--- config.mk ---
export PLATFORM = sky130hd
export DESIGN_NAME = uart_tx_dir
export DESIGN_NICKNAME = d
export VERILOG_FILES = /design/src/rtl/uart_tx_dir_pkg.sv /design/src/rtl/tx_byte_fifo.sv /design/src/rtl/tx_shift_eng.sv /design/src/rtl/tx_dir_ctrl.sv /design/src/rtl/uart_tx_dir.sv
export SDC_FILE = /design/constraint.sdc
export NUM_CORES = 1
export LEC_CHECK = 0
export CELL_PAD_IN_SITES_DETAIL_PLACEMENT = 0
export CELL_PAD_IN_SITES_GLOBAL_PLACEMENT = 1
export CORE_ASPECT_RATIO = 0.7
export CORE_MARGIN = 8
export CORE_UTILIZATION = 35
export DETAILED_ROUTE_END_ITERATION = 8
export MAX_ROUTING_LAYER = met4
export PLACE_DENSITY = 0.64
export SYNTH_ARGS = -nofsm -noshare
export SYNTH_HDL_FRONTEND = slang
export SYNTH_HIERARCHICAL = 1
export SYNTH_SLANG_ARGS = --single-unit
--- constraint.sdc ---
create_clock -name clk -period 3 [get_ports clk]
set_clock_uncertainty 0.1 [all_clocks]
set_input_delay 0.45 -clock clk [delete_from_list [all_inputs] [get_ports clk]]
set_output_delay 0.45 -clock clk [all_outputs]
set_load 0.01 [all_outputs]
--- src/rtl/uart_tx_dir_pkg.sv ---
`timescale 1ns/1ps
package uart_tx_dir_pkg;

   typedef enum logic [1:0] {
      PH_IDLE  = 2'd0,
      PH_START = 2'd1,
      PH_DATA  = 2'd2,
      PH_STOP  = 2'd3
   } tx_phase_e;

   function automatic bit is_pow2(input int unsigned v);
      return (v != 0) && ((v & (v - 1)) == 0);
   endfunction

endpackage

--- src/rtl/tx_byte_fifo.sv ---
`timescale 1ns/1ps
module tx_byte_fifo #(
   parameter int unsigned DATA_W = 8,
   parameter int unsigned DEPTH  = 16
) (
   input  logic              clk,
   input  logic              rst_n,
   input  logic              wr_en,
   input  logic [DATA_W-1:0] wr_data,
   input  logic              rd_en,
   output logic [DATA_W-1:0] rd_data,
   output logic              empty,
   output logic              full,
   output logic              ovf
);
   import uart_tx_dir_pkg::*;

   localparam int unsigned AW = (DEPTH > 1) ? $clog2(DEPTH) : 1;
   localparam int unsigned CW = $clog2(DEPTH + 1);

   logic [DATA_W-1:0] mem [DEPTH];
   logic [AW-1:0]     wr_ptr, rd_ptr, wr_ptr_nx, rd_ptr_nx;
   logic [CW-1:0]     count;
   logic              wr_ok;

   assign empty   = (count == '0);
   assign full    = (count == CW'(DEPTH));
   assign wr_ok   = wr_en && !full;
   assign rd_data = mem[rd_ptr];

   generate
      if (is_pow2(DEPTH)) begin : g_wrap_nat
         assign wr_ptr_nx = wr_ptr + 1'b1;
         assign rd_ptr_nx = rd_ptr + 1'b1;
      end else begin : g_wrap_cmp
         assign wr_ptr_nx = (wr_ptr == AW'(DEPTH - 1)) ? '0 : wr_ptr + 1'b1;
         assign rd_ptr_nx = (rd_ptr == AW'(DEPTH - 1)) ? '0 : rd_ptr + 1'b1;
      end
   endgenerate

   always_ff @(posedge clk) begin
      if (wr_ok) mem[wr_ptr] <= wr_data;
   end

   always_ff @(posedge clk or negedge rst_n) begin
      if (!rst_n) begin
         wr_ptr <= '0;
         rd_ptr <= '0;
         count  <= '0;
         ovf    <= 1'b0;
      end else begin
         if (wr_ok) wr_ptr <= wr_ptr_nx;
         if (rd_en) rd_ptr <= rd_ptr_nx;
         unique case ({wr_ok, rd_en})
            2'b10:   count <= count + 1'b1;
            2'b01:   count <= count - 1'b1;
            default: count <= count;
         endcase
         if (wr_en && full) ovf <= 1'b1;
      end
   end

   // a write into a full queue raises the overflow flag
   a_r4_drop_sets_ovf: assert property (@(posedge clk) disable iff (!rst_n)
      (wr_en && full) |=> ovf);
   // overflow flag is sticky
   a_r4_ovf_sticky: assert property (@(posedge clk) disable iff (!rst_n)
      ovf |=> ovf);
   // the shift engine never pops an empty queue
   a_r3_no_pop_empty: assert property (@(posedge clk) disable iff (!rst_n)
      rd_en |-> !empty);
   // occupancy never exceeds the depth
   a_r3_count_bound: assert property (@(posedge clk) disable iff (!rst_n)
      count <= CW'(DEPTH));

endmodule

--- src/rtl/tx_shift_eng.sv ---
`timescale 1ns/1ps
module tx_shift_eng #(
   parameter int unsigned DATA_W        = 8,
   parameter int unsigned TICKS_PER_BIT = 16
) (
   input  logic              clk,
   input  logic              rst_n,
   input  logic              baud_tick,
   input  logic              halt,
   input  logic              avail,
   input  logic [DATA_W-1:0] ld_data,
   output logic              pop,
   output logic              busy,
   output logic              txd
);
   import uart_tx_dir_pkg::*;

   localparam int unsigned TW = (TICKS_PER_BIT > 1) ? $clog2(TICKS_PER_BIT) : 1;
   localparam int unsigned BW = (DATA_W > 1) ? $clog2(DATA_W) : 1;

   tx_phase_e         phase;
   logic [TW-1:0]     tick_cnt;
   logic [BW-1:0]     bit_cnt;
   logic [DATA_W-1:0] shreg;
   logic              bit_end;

   assign bit_end = baud_tick && (tick_cnt == TW'(TICKS_PER_BIT - 1));
   assign pop     = (phase == PH_IDLE) && avail && !halt;
   assign busy    = (phase != PH_IDLE);

   always_comb begin
      unique case (phase)
         PH_START: txd = 1'b0;
         PH_DATA:  txd = shreg[0];
         default:  txd = 1'b1;
      endcase
   end

   always_ff @(posedge clk or negedge rst_n) begin
      if (!rst_n) begin
         phase    <= PH_IDLE;
         tick_cnt <= '0;
         bit_cnt  <= '0;
         shreg    <= '0;
      end else begin
         unique case (phase)
            PH_IDLE: begin
               tick_cnt <= '0;
               if (pop) begin
                  phase <= PH_START;
                  shreg <= ld_data;
               end
            end
            PH_START: begin
               if (bit_end) begin
                  phase    <= PH_DATA;
                  bit_cnt  <= '0;
                  tick_cnt <= '0;
               end else if (baud_tick) begin
                  tick_cnt <= tick_cnt + 1'b1;
               end
            end
            PH_DATA: begin
               if (bit_end) begin
                  tick_cnt <= '0;
                  shreg    <= shreg >> 1;
                  if (bit_cnt == BW'(DATA_W - 1)) phase <= PH_STOP;
                  else                            bit_cnt <= bit_cnt + 1'b1;
               end else if (baud_tick) begin
                  tick_cnt <= tick_cnt + 1'b1;
               end
            end
            default: begin
               if (bit_end) begin
                  phase    <= PH_IDLE;
                  tick_cnt <= '0;
               end else if (baud_tick) begin
                  tick_cnt <= tick_cnt + 1'b1;
               end
            end
         endcase
      end
   end

   // an idle engine stays idle while halted
   a_r5_halt_holds_idle: assert property (@(posedge clk) disable iff (!rst_n)
      (!busy && halt) |=> !busy);
   // a frame opens with a low start bit
   a_r2_start_low: assert property (@(posedge clk) disable iff (!rst_n)
      $rose(busy) |-> !txd);
   // a frame only ends out of the stop bit, with the line high
   a_r6_end_after_stop: assert property (@(posedge clk) disable iff (!rst_n)
      $fell(busy) |-> ($past(phase) == PH_STOP) && $past(txd));
   // the bit position only moves on a baud tick
   a_r2_tick_paced: assert property (@(posedge clk) disable iff (!rst_n)
      (busy && !baud_tick) |=> $stable(bit_cnt));

endmodule

--- src/rtl/tx_dir_ctrl.sv ---
`timescale 1ns/1ps
module tx_dir_ctrl (
   input  logic auto_en,
   input  logic q_empty,
   input  logic busy,
   output logic dir_n,
   output logic tx_irq
);
   logic line_active;

   assign line_active = !q_empty || busy;

   always_comb begin
      if (auto_en) begin
         dir_n  = line_active;
         tx_irq = !line_active;
      end else begin
         dir_n  = 1'b1;
         tx_irq = q_empty;
      end
   end
endmodule

--- src/rtl/uart_tx_dir.sv ---
`timescale 1ns/1ps
module uart_tx_dir #(
   parameter int unsigned DATA_W        = 8,
   parameter int unsigned DEPTH         = 16,
   parameter int unsigned TICKS_PER_BIT = 16
) (
   input  logic              clk,
   input  logic              rst_n,
   input  logic              wr_en,
   input  logic [DATA_W-1:0] wr_data,
   input  logic              baud_tick,
   input  logic              tx_halt,
   input  logic              dir_auto_en,
   output logic              txd,
   output logic              dir_n,
   output logic              tx_irq,
   output logic              tx_ovf
);
   generate
      if (DEPTH < 2) begin : g_bad_depth
         $error("uart_tx_dir: DEPTH must be at least 2");
      end
      if (TICKS_PER_BIT < 2) begin : g_bad_ticks
         $error("uart_tx_dir: TICKS_PER_BIT must be at least 2");
      end
      if (DATA_W < 2) begin : g_bad_width
         $error("uart_tx_dir: DATA_W must be at least 2");
      end
   endgenerate

   logic              q_empty, q_full, q_pop, eng_busy;
   logic [DATA_W-1:0] q_data;

   tx_byte_fifo #(.DATA_W(DATA_W), .DEPTH(DEPTH)) u_fifo (
      .clk     (clk),
      .rst_n   (rst_n),
      .wr_en   (wr_en),
      .wr_data (wr_data),
      .rd_en   (q_pop),
      .rd_data (q_data),
      .empty   (q_empty),
      .full    (q_full),
      .ovf     (tx_ovf)
   );

   tx_shift_eng #(.DATA_W(DATA_W), .TICKS_PER_BIT(TICKS_PER_BIT)) u_eng (
      .clk       (clk),
      .rst_n     (rst_n),
      .baud_tick (baud_tick),
      .halt      (tx_halt),
      .avail     (!q_empty),
      .ld_data   (q_data),
      .pop       (q_pop),
      .busy      (eng_busy),
      .txd       (txd)
   );

   tx_dir_ctrl u_dir (
      .auto_en (dir_auto_en),
      .q_empty (q_empty),
      .busy    (eng_busy),
      .dir_n   (dir_n),
      .tx_irq  (tx_irq)
   );

   // an accepted write turns the driver on by the next cycle
   a_r10_dir_rise: assert property (@(posedge clk) disable iff (!rst_n)
      (wr_en && !q_full) |=> dir_n);
   // the driver is off only while the line rests high
   a_r11_dir_low_idle: assert property (@(posedge clk) disable iff (!rst_n)
      (dir_auto_en && !dir_n) |-> (txd && !eng_busy));
   // in automatic mode the interrupt waits for the shift engine
   a_r9_irq_shift_empty: assert property (@(posedge clk) disable iff (!rst_n)
      (dir_auto_en && tx_irq) |-> !eng_busy);
   // in standard mode a pending byte keeps the interrupt low
   a_r8_irq_holding: assert property (@(posedge clk) disable iff (!rst_n)
      (!dir_auto_en && q_pop) |-> !tx_irq);

endmodule

=== After elaboration in Yosys (flattened, before gate mapping) ===
Memory sizes are Yosys's and may differ from the RTL's.
Cells that the tools add are included.

* Register bits: 31
* Bits in writable memories: 128
* Input bits: 14
* Word-level logic and storage cells: 70
* Memories: 1

{| class="wikitable"
|+ Memories
! memory !! depth !! width !! read ports !! clocked after memory_dff !! write ports !! RTL line !! source
|-
| u_fifo.mem || 16 || 8 || 1 || 0 || 1 || tx_byte_fifo.sv:21 || <nowiki>logic [DATA_W-1:0] mem [DEPTH];</nowiki>
|}

* Add/subtract/negate cells: 6
* Equality and inequality tests: 12
* Muxes and demuxes: 22
* Reductions and logical operators: 21

{| class="wikitable"
|+ Operators with widths
! kind !! number
|-
| $mux 8 || 2
|-
| $pmux 8 s2 || 1
|-
| $add 4x1->4 const B || 3
|-
| $mux 4 || 3
|-
| $mux 2 || 5
|-
| $pmux 5 s2 || 1
|-
| $reduce_bool 2->1 || 5
|-
| $mux 3 || 3
|-
| $ne 2x1->1 const B || 3
|-
| $pmux 2 s3 || 1
|-
| $pmux 3 s2 || 1
|-
| $add 5x1->5 const B || 1
|-
| $eq 5x5->1 const B || 1
|-
| $logic_and 1x1->1 || 5
|-
| $logic_not 5->1 || 1
|-
| $reduce_and 5->1 || 1
|-
| $sub 5x1->5 const B || 1
|-
| $eq 2x1->1 const B || 2
|-
| $eq 2x2->1 const B || 2
|-
| $eq 4x4->1 const B || 1
|-
| $logic_not 1->1 || 4
|-
| $mux 1 || 4
|-
| $ne 2x2->1 const B || 2
|-
| $reduce_and 4->1 || 1
|-
| 7 further kinds || 7
|}

=== Logic depth before layout (Yosys ltp) ===
* Depth after elaboration: 6
* Depth in mapped cells: 14

=== Modules after synthesis ===
Netlist, hierarchy kept.

{| class="wikitable"
|+ By module, submodules not included
! module !! times used !! cells an instance !! area an instance (µm²)
|-
| tx_byte_fifo || 1 || 287 || 5,776.8
|-
| tx_shift_eng || 1 || 114 || 1,061.0
|-
| tx_dir_ctrl || 1 || 2 || 18.8
|-
| uart_tx_dir || 1 || 1 || 3.8
|}

=== Least setup slack after synthesis ===
No wires, ideal clock.

* Path kind: register -> register
* Start point: register u_fifo.count[1]
* End point: register u_fifo.count[2]
* Setup time: 0.125 ns
* Arrival: 2.559 ns
* Data required time: 2.775 ns
* Path slack: 0.216 ns
* Stages on the path, launching flop included: 14
* Buffers on the path: 2
* Clock period less this slack: 2.784 ns
* Cell sequence: dfrtp_1 > nor4_1 > nor2b_1 > inv_1 > and3b_1 > buf_2 > ha_1 > buf_2 > xor2_1 > ha_1 > a21oi_1 > xor2_1 > nor2_1 > xor2_1

* Longest elaborated chain between the ends: 6
* Elaborated cells between the ends (all ways): 13
* Those cells by class: add/sub (2); eq/ne (3); mux (1); reduce/logical (7)

{| class="wikitable"
|+ RTL lines
! what !! RTL line !! source
|-
| from (decl) || tx_byte_fifo.sv:23 || <nowiki>logic [CW-1:0] count;</nowiki>
|-
| from (signal assigned) || tx_byte_fifo.sv:55 || <nowiki>2'b10: count <= count + 1'b1;</nowiki>
|-
| from (signal assigned) || tx_byte_fifo.sv:56 || <nowiki>2'b01: count <= count - 1'b1;</nowiki>
|-
| from (signal assigned) || tx_byte_fifo.sv:57 || <nowiki>default: count <= count;</nowiki>
|-
| $logic_not 5->1 * || tx_byte_fifo.sv:26 || <nowiki>assign empty = (count == '0);</nowiki>
|-
| via q_empty || uart_tx_dir.sv:31 || <nowiki>logic q_empty, q_full, q_pop, eng_busy;</nowiki>
|-
| $logic_not 1->1 * || uart_tx_dir.sv:51 || <nowiki>.avail (!q_empty),</nowiki>
|-
| $logic_and 1x1->1 * (2 in a row) || tx_shift_eng.sv:28 || <nowiki>assign pop = (phase == PH_IDLE) && avail && !halt;</nowiki>
|-
| via q_pop || uart_tx_dir.sv:31 ||
|-
| $eq 2x1->1 or $eq 2x2->1 (tied branches) || tx_byte_fifo.sv:54 || <nowiki>unique case ({wr_ok, rd_en})</nowiki>
|-
| $pmux 5 s2 or $reduce_bool 2->1 (tied branches) || -- ||
|}

Mark *: on every way through the listed nets, which the timed path passes. The rest lies on a longest branch.
A chain may end at the register's enable or synchronous reset.

=== Worst setup path in the final report ===
* Start point: register u_fifo.count[1]
* End point: register u_fifo.count[4]

Same word-level chain as after synthesis.

==> impl_metrics.ini <==
[status]
status = completed

[route]
routed_wl_um = 13740
drc = 0
wl_per_cell_um = 19.17
vias_per_cell = 5.092
dr.first_iter.drc_count = 295
first_pass_iters = 5
num_vias = 3651
antenna_left = 0

[global_route]
grt_use_met2_pct = 17.73
top_usage_layer = met2
overflow = 0
gr-usage-met1_pct = 16.05
antenna_found_initial = 0
grt.total_usage_pct = 12.14
grt_pass1_vias = 3750
use_met3_pct = 3.536
grt_max_degree = 36
grt_pass1_wl_um = 21590

[power]
power_frac_clock_pct = 28.9
power.switching_uw = 2367
peakVddDrop_mv = 0.4189
power.leakage_uw = 0.002855
powerDensity_nw_per_um2 = 929.3
seqPwrFrac_pct = 41.0
pwr-share-comb_pct = 30.1
p_int_uw = 5021
swShare_pct = 32.04

[cells_and_area]
layout-drive-gt1-share_pct = 17.00
final_cells = 717
syn_to_final_growth_pct = 15.89
antenna_cells = 0
layout.nets = 463

[sta]
period_share_pct = 93.70
slew_headroom_pct = 61.64
setup_viol = 0
hold_violations = 0
drv_slew = 0
fin_tns_setup_ns = 0
tightest_slew_ns = 0.5755
rsz0062_at_grt = yes
min_period_ns = 2.811
fmax_mhz = 355.8

[floorplan]
rows = 43
die_w_um = 183.3
fp.dieH_um = 133.1
ioPinCount = 18
start_util_pct = 35.13
dieArea_um2 = 24410
core_um2 = 19530

[synthesis]
ys_async_sr_fraction_pct = 19.50
synthAdderAreaFrac_pct = 2.736
seq_area_frac_synth_pct = 67.34
yosys-mux-area-fraction_pct = 12.51
synth_flop_cell = edfxtp_1
ys_warn_count = 6
synth_xor_area_share_pct = 1.787
synth_edf_count = 128
synth_cells = 404
syn_area_per_cell_um2 = 16.98
syn-num-nets = 433
synth-seq-cells = 159
synthSimpleGateAreaFrac_pct = 6.219
synthesis.area_um2 = 6860
synth_compound_area_share_pct = 6.639
synth_top_family_by_area = multiplexers
synth_cell_types = 48

[cts]
cts_tree = yes
cts_root_buf = clkbuf_16
clock_sinks = 159
cts_setup_buffers = 0
path_clk_slew_ns = 0.07
numCtsBuffers = 17
cts-resized-gates = 0
clock_latency_ns = 0.42
cts_hold_buf = 0
cts_max_path_buffers = 2
htreeDepth = 4

[critical_path]
cp_cell_sequence = nor4_4, nor2b_2, inv_1, and3b_1, ha_1, xor2_1, ha_1, a211oi_1, nor4_2, xor2_1
cp_slowest_cell = dfrtp_1
r2r_cells = 10
crit_path_max_fanout = 9
crit_arrival_ns = 3.01
path_class = register to register
crit_path_start_kind = register
end_kind = register
slowest_delay_ns = 0.48
cp.required_ns = 3.20

[placement]
dp.cells = 685
place.gp.congestion = 0.7454
io_buffers = 17
detailed_place_hpwl_um = 9134

[flow_run]
cap_viol_max_count = 0

[worst_hold_path]
hold_path.class = input pin to async pin
-- sequential cells by signal, indices dropped and copies added (netlist names) --
signal,count
u_eng/bit_cnt,3
u_eng/phase,2
u_eng/shreg,8
u_eng/tick_cnt,4
u_fifo/count,5
u_fifo/mem,128
u_fifo/ovf,1
u_fifo/rd_ptr,4
u_fifo/wr_ptr,4
-- metrics by stage --
stage	utilization, %	setup slack (ns)	total power, µW	hold slack (ns)	cell area (µm²)
after global placement	37.57	0.2303	5227	0.3479	7338
after floorplan	-	0.2160	4638	0.05441	6860
after CTS	40.59	0.06654	7434	0.3596	7926
final	40.71	0.1891	7388	0.3498	7950
after detailed placement	37.57	0.09194	5294	0.3481	7338
after global routing	40.71	0.02452	7779	0.3742	7950
-- metal layers --
layer	share of wire (%)	wire length, µm
met1	50	6841
met2	45	6239
met3	3.4	468
met4	1.4	195
met5	0	0
-- logic make-up after synthesis --
family	count (synthesis)
DFF	159
adders and majority gates	15
AOI/OAI and AO/OA	63
xor gates and xnor gates	14
buffers and inverters	30
muxes	40
and+or+nand+nor	83
-- power by group through the flow --
stage | Clock, µW | Combinational (µW) | Sequential (µW)
floorplan | 0 | 1690 | 2950
global placement | 0 | 2190 | 3030
detailed placement | 0 | 2240 | 3060
CTS | 2170 | 2240 | 3020
global route | 2270 | 2430 | 3080
finish | 2130 | 2220 | 3030
-- cell usage after synthesis, drive strengths merged (3+ instances only) --
cell           number  area share (%)
a21oi               9            0.71
a221o               7             1.0
a22o                5            0.64
a22oi              22             2.4
and2                4            0.36
and3               16             1.5
buf                14             1.6
clkbuf              4            0.22
clkdlybuf4s25       3            0.44
dfrtp              31              11
edfxtp            128              56
ha                 15             2.7
inv                 9            0.49
mux2                4            0.71
mux2i               4            0.58
mux4               32              11
nand2              25             1.4
nand4               3            0.27
nor2               17            0.93
nor2b               5            0.46
o21ai              12            0.88
xnor2               6            0.77
xor2                8             1.0
-- cell type report --
type / count / area (µm²)
clock inverters: 15 / 162.7
repair buffers: 32 / 295.3
well taps: 270 / 337.8
inverters: 9 / 33.78
clock buffers: 17 / 425.4
flip-flops and latches: 159 / 4621
multi-input cells: 215 / 2074
fillers: 1756 / 11580
-- worst max-delay path, delay by kind of cell, from the launching register on --
kind            cells  cell delay (ns)
flops               1             0.48
xor+xnor            2             0.33
buf+inv             1             0.08
simple gates        4             0.81
compound gates      1             0.32
fa+ha+maj           2             0.56
-- cells in the final DEF (no fill, tap or decap), types with 7 or more instances in the layout --
| cell | n |
|---|---|
| edfxtp_1 | 128 |
| dfrtp_1 | 30 |
| nand2_1 | 25 |
| a22oi_1 | 22 |
| mux4_2 | 19 |
| clkbuf_16 | 17 |
| clkdlybuf4s50_1 | 17 |
| nor2_1 | 17 |
| and3_1 | 16 |
| ha_1 | 15 |
| buf_4 | 14 |
| mux4_1 | 13 |
| o21ai_0 | 11 |
| inv_1 | 8 |
| a21oi_1 | 8 |
| xor2_1 | 8 |
| a221o_1 | 7 |
-- final timing paths --
path | from | to | slack [ns]
worst max-delay path | u_fifo/count[1] | u_fifo/count[4] | 0.19
worst min-delay path | rst_n | u_eng/shreg[0] | 0.35
worst max register to register | u_fifo/count[1] | u_fifo/count[4] | 0.19
worst min register to register | u_fifo/ovf | u_fifo/ovf | 0.37
max in group asynchronous | rst_n | u_fifo/rd_ptr[0] | 2.12
min in group clk | u_fifo/ovf | u_fifo/ovf | 0.37
No activity file was read; power rests on OpenSTA's default activity.
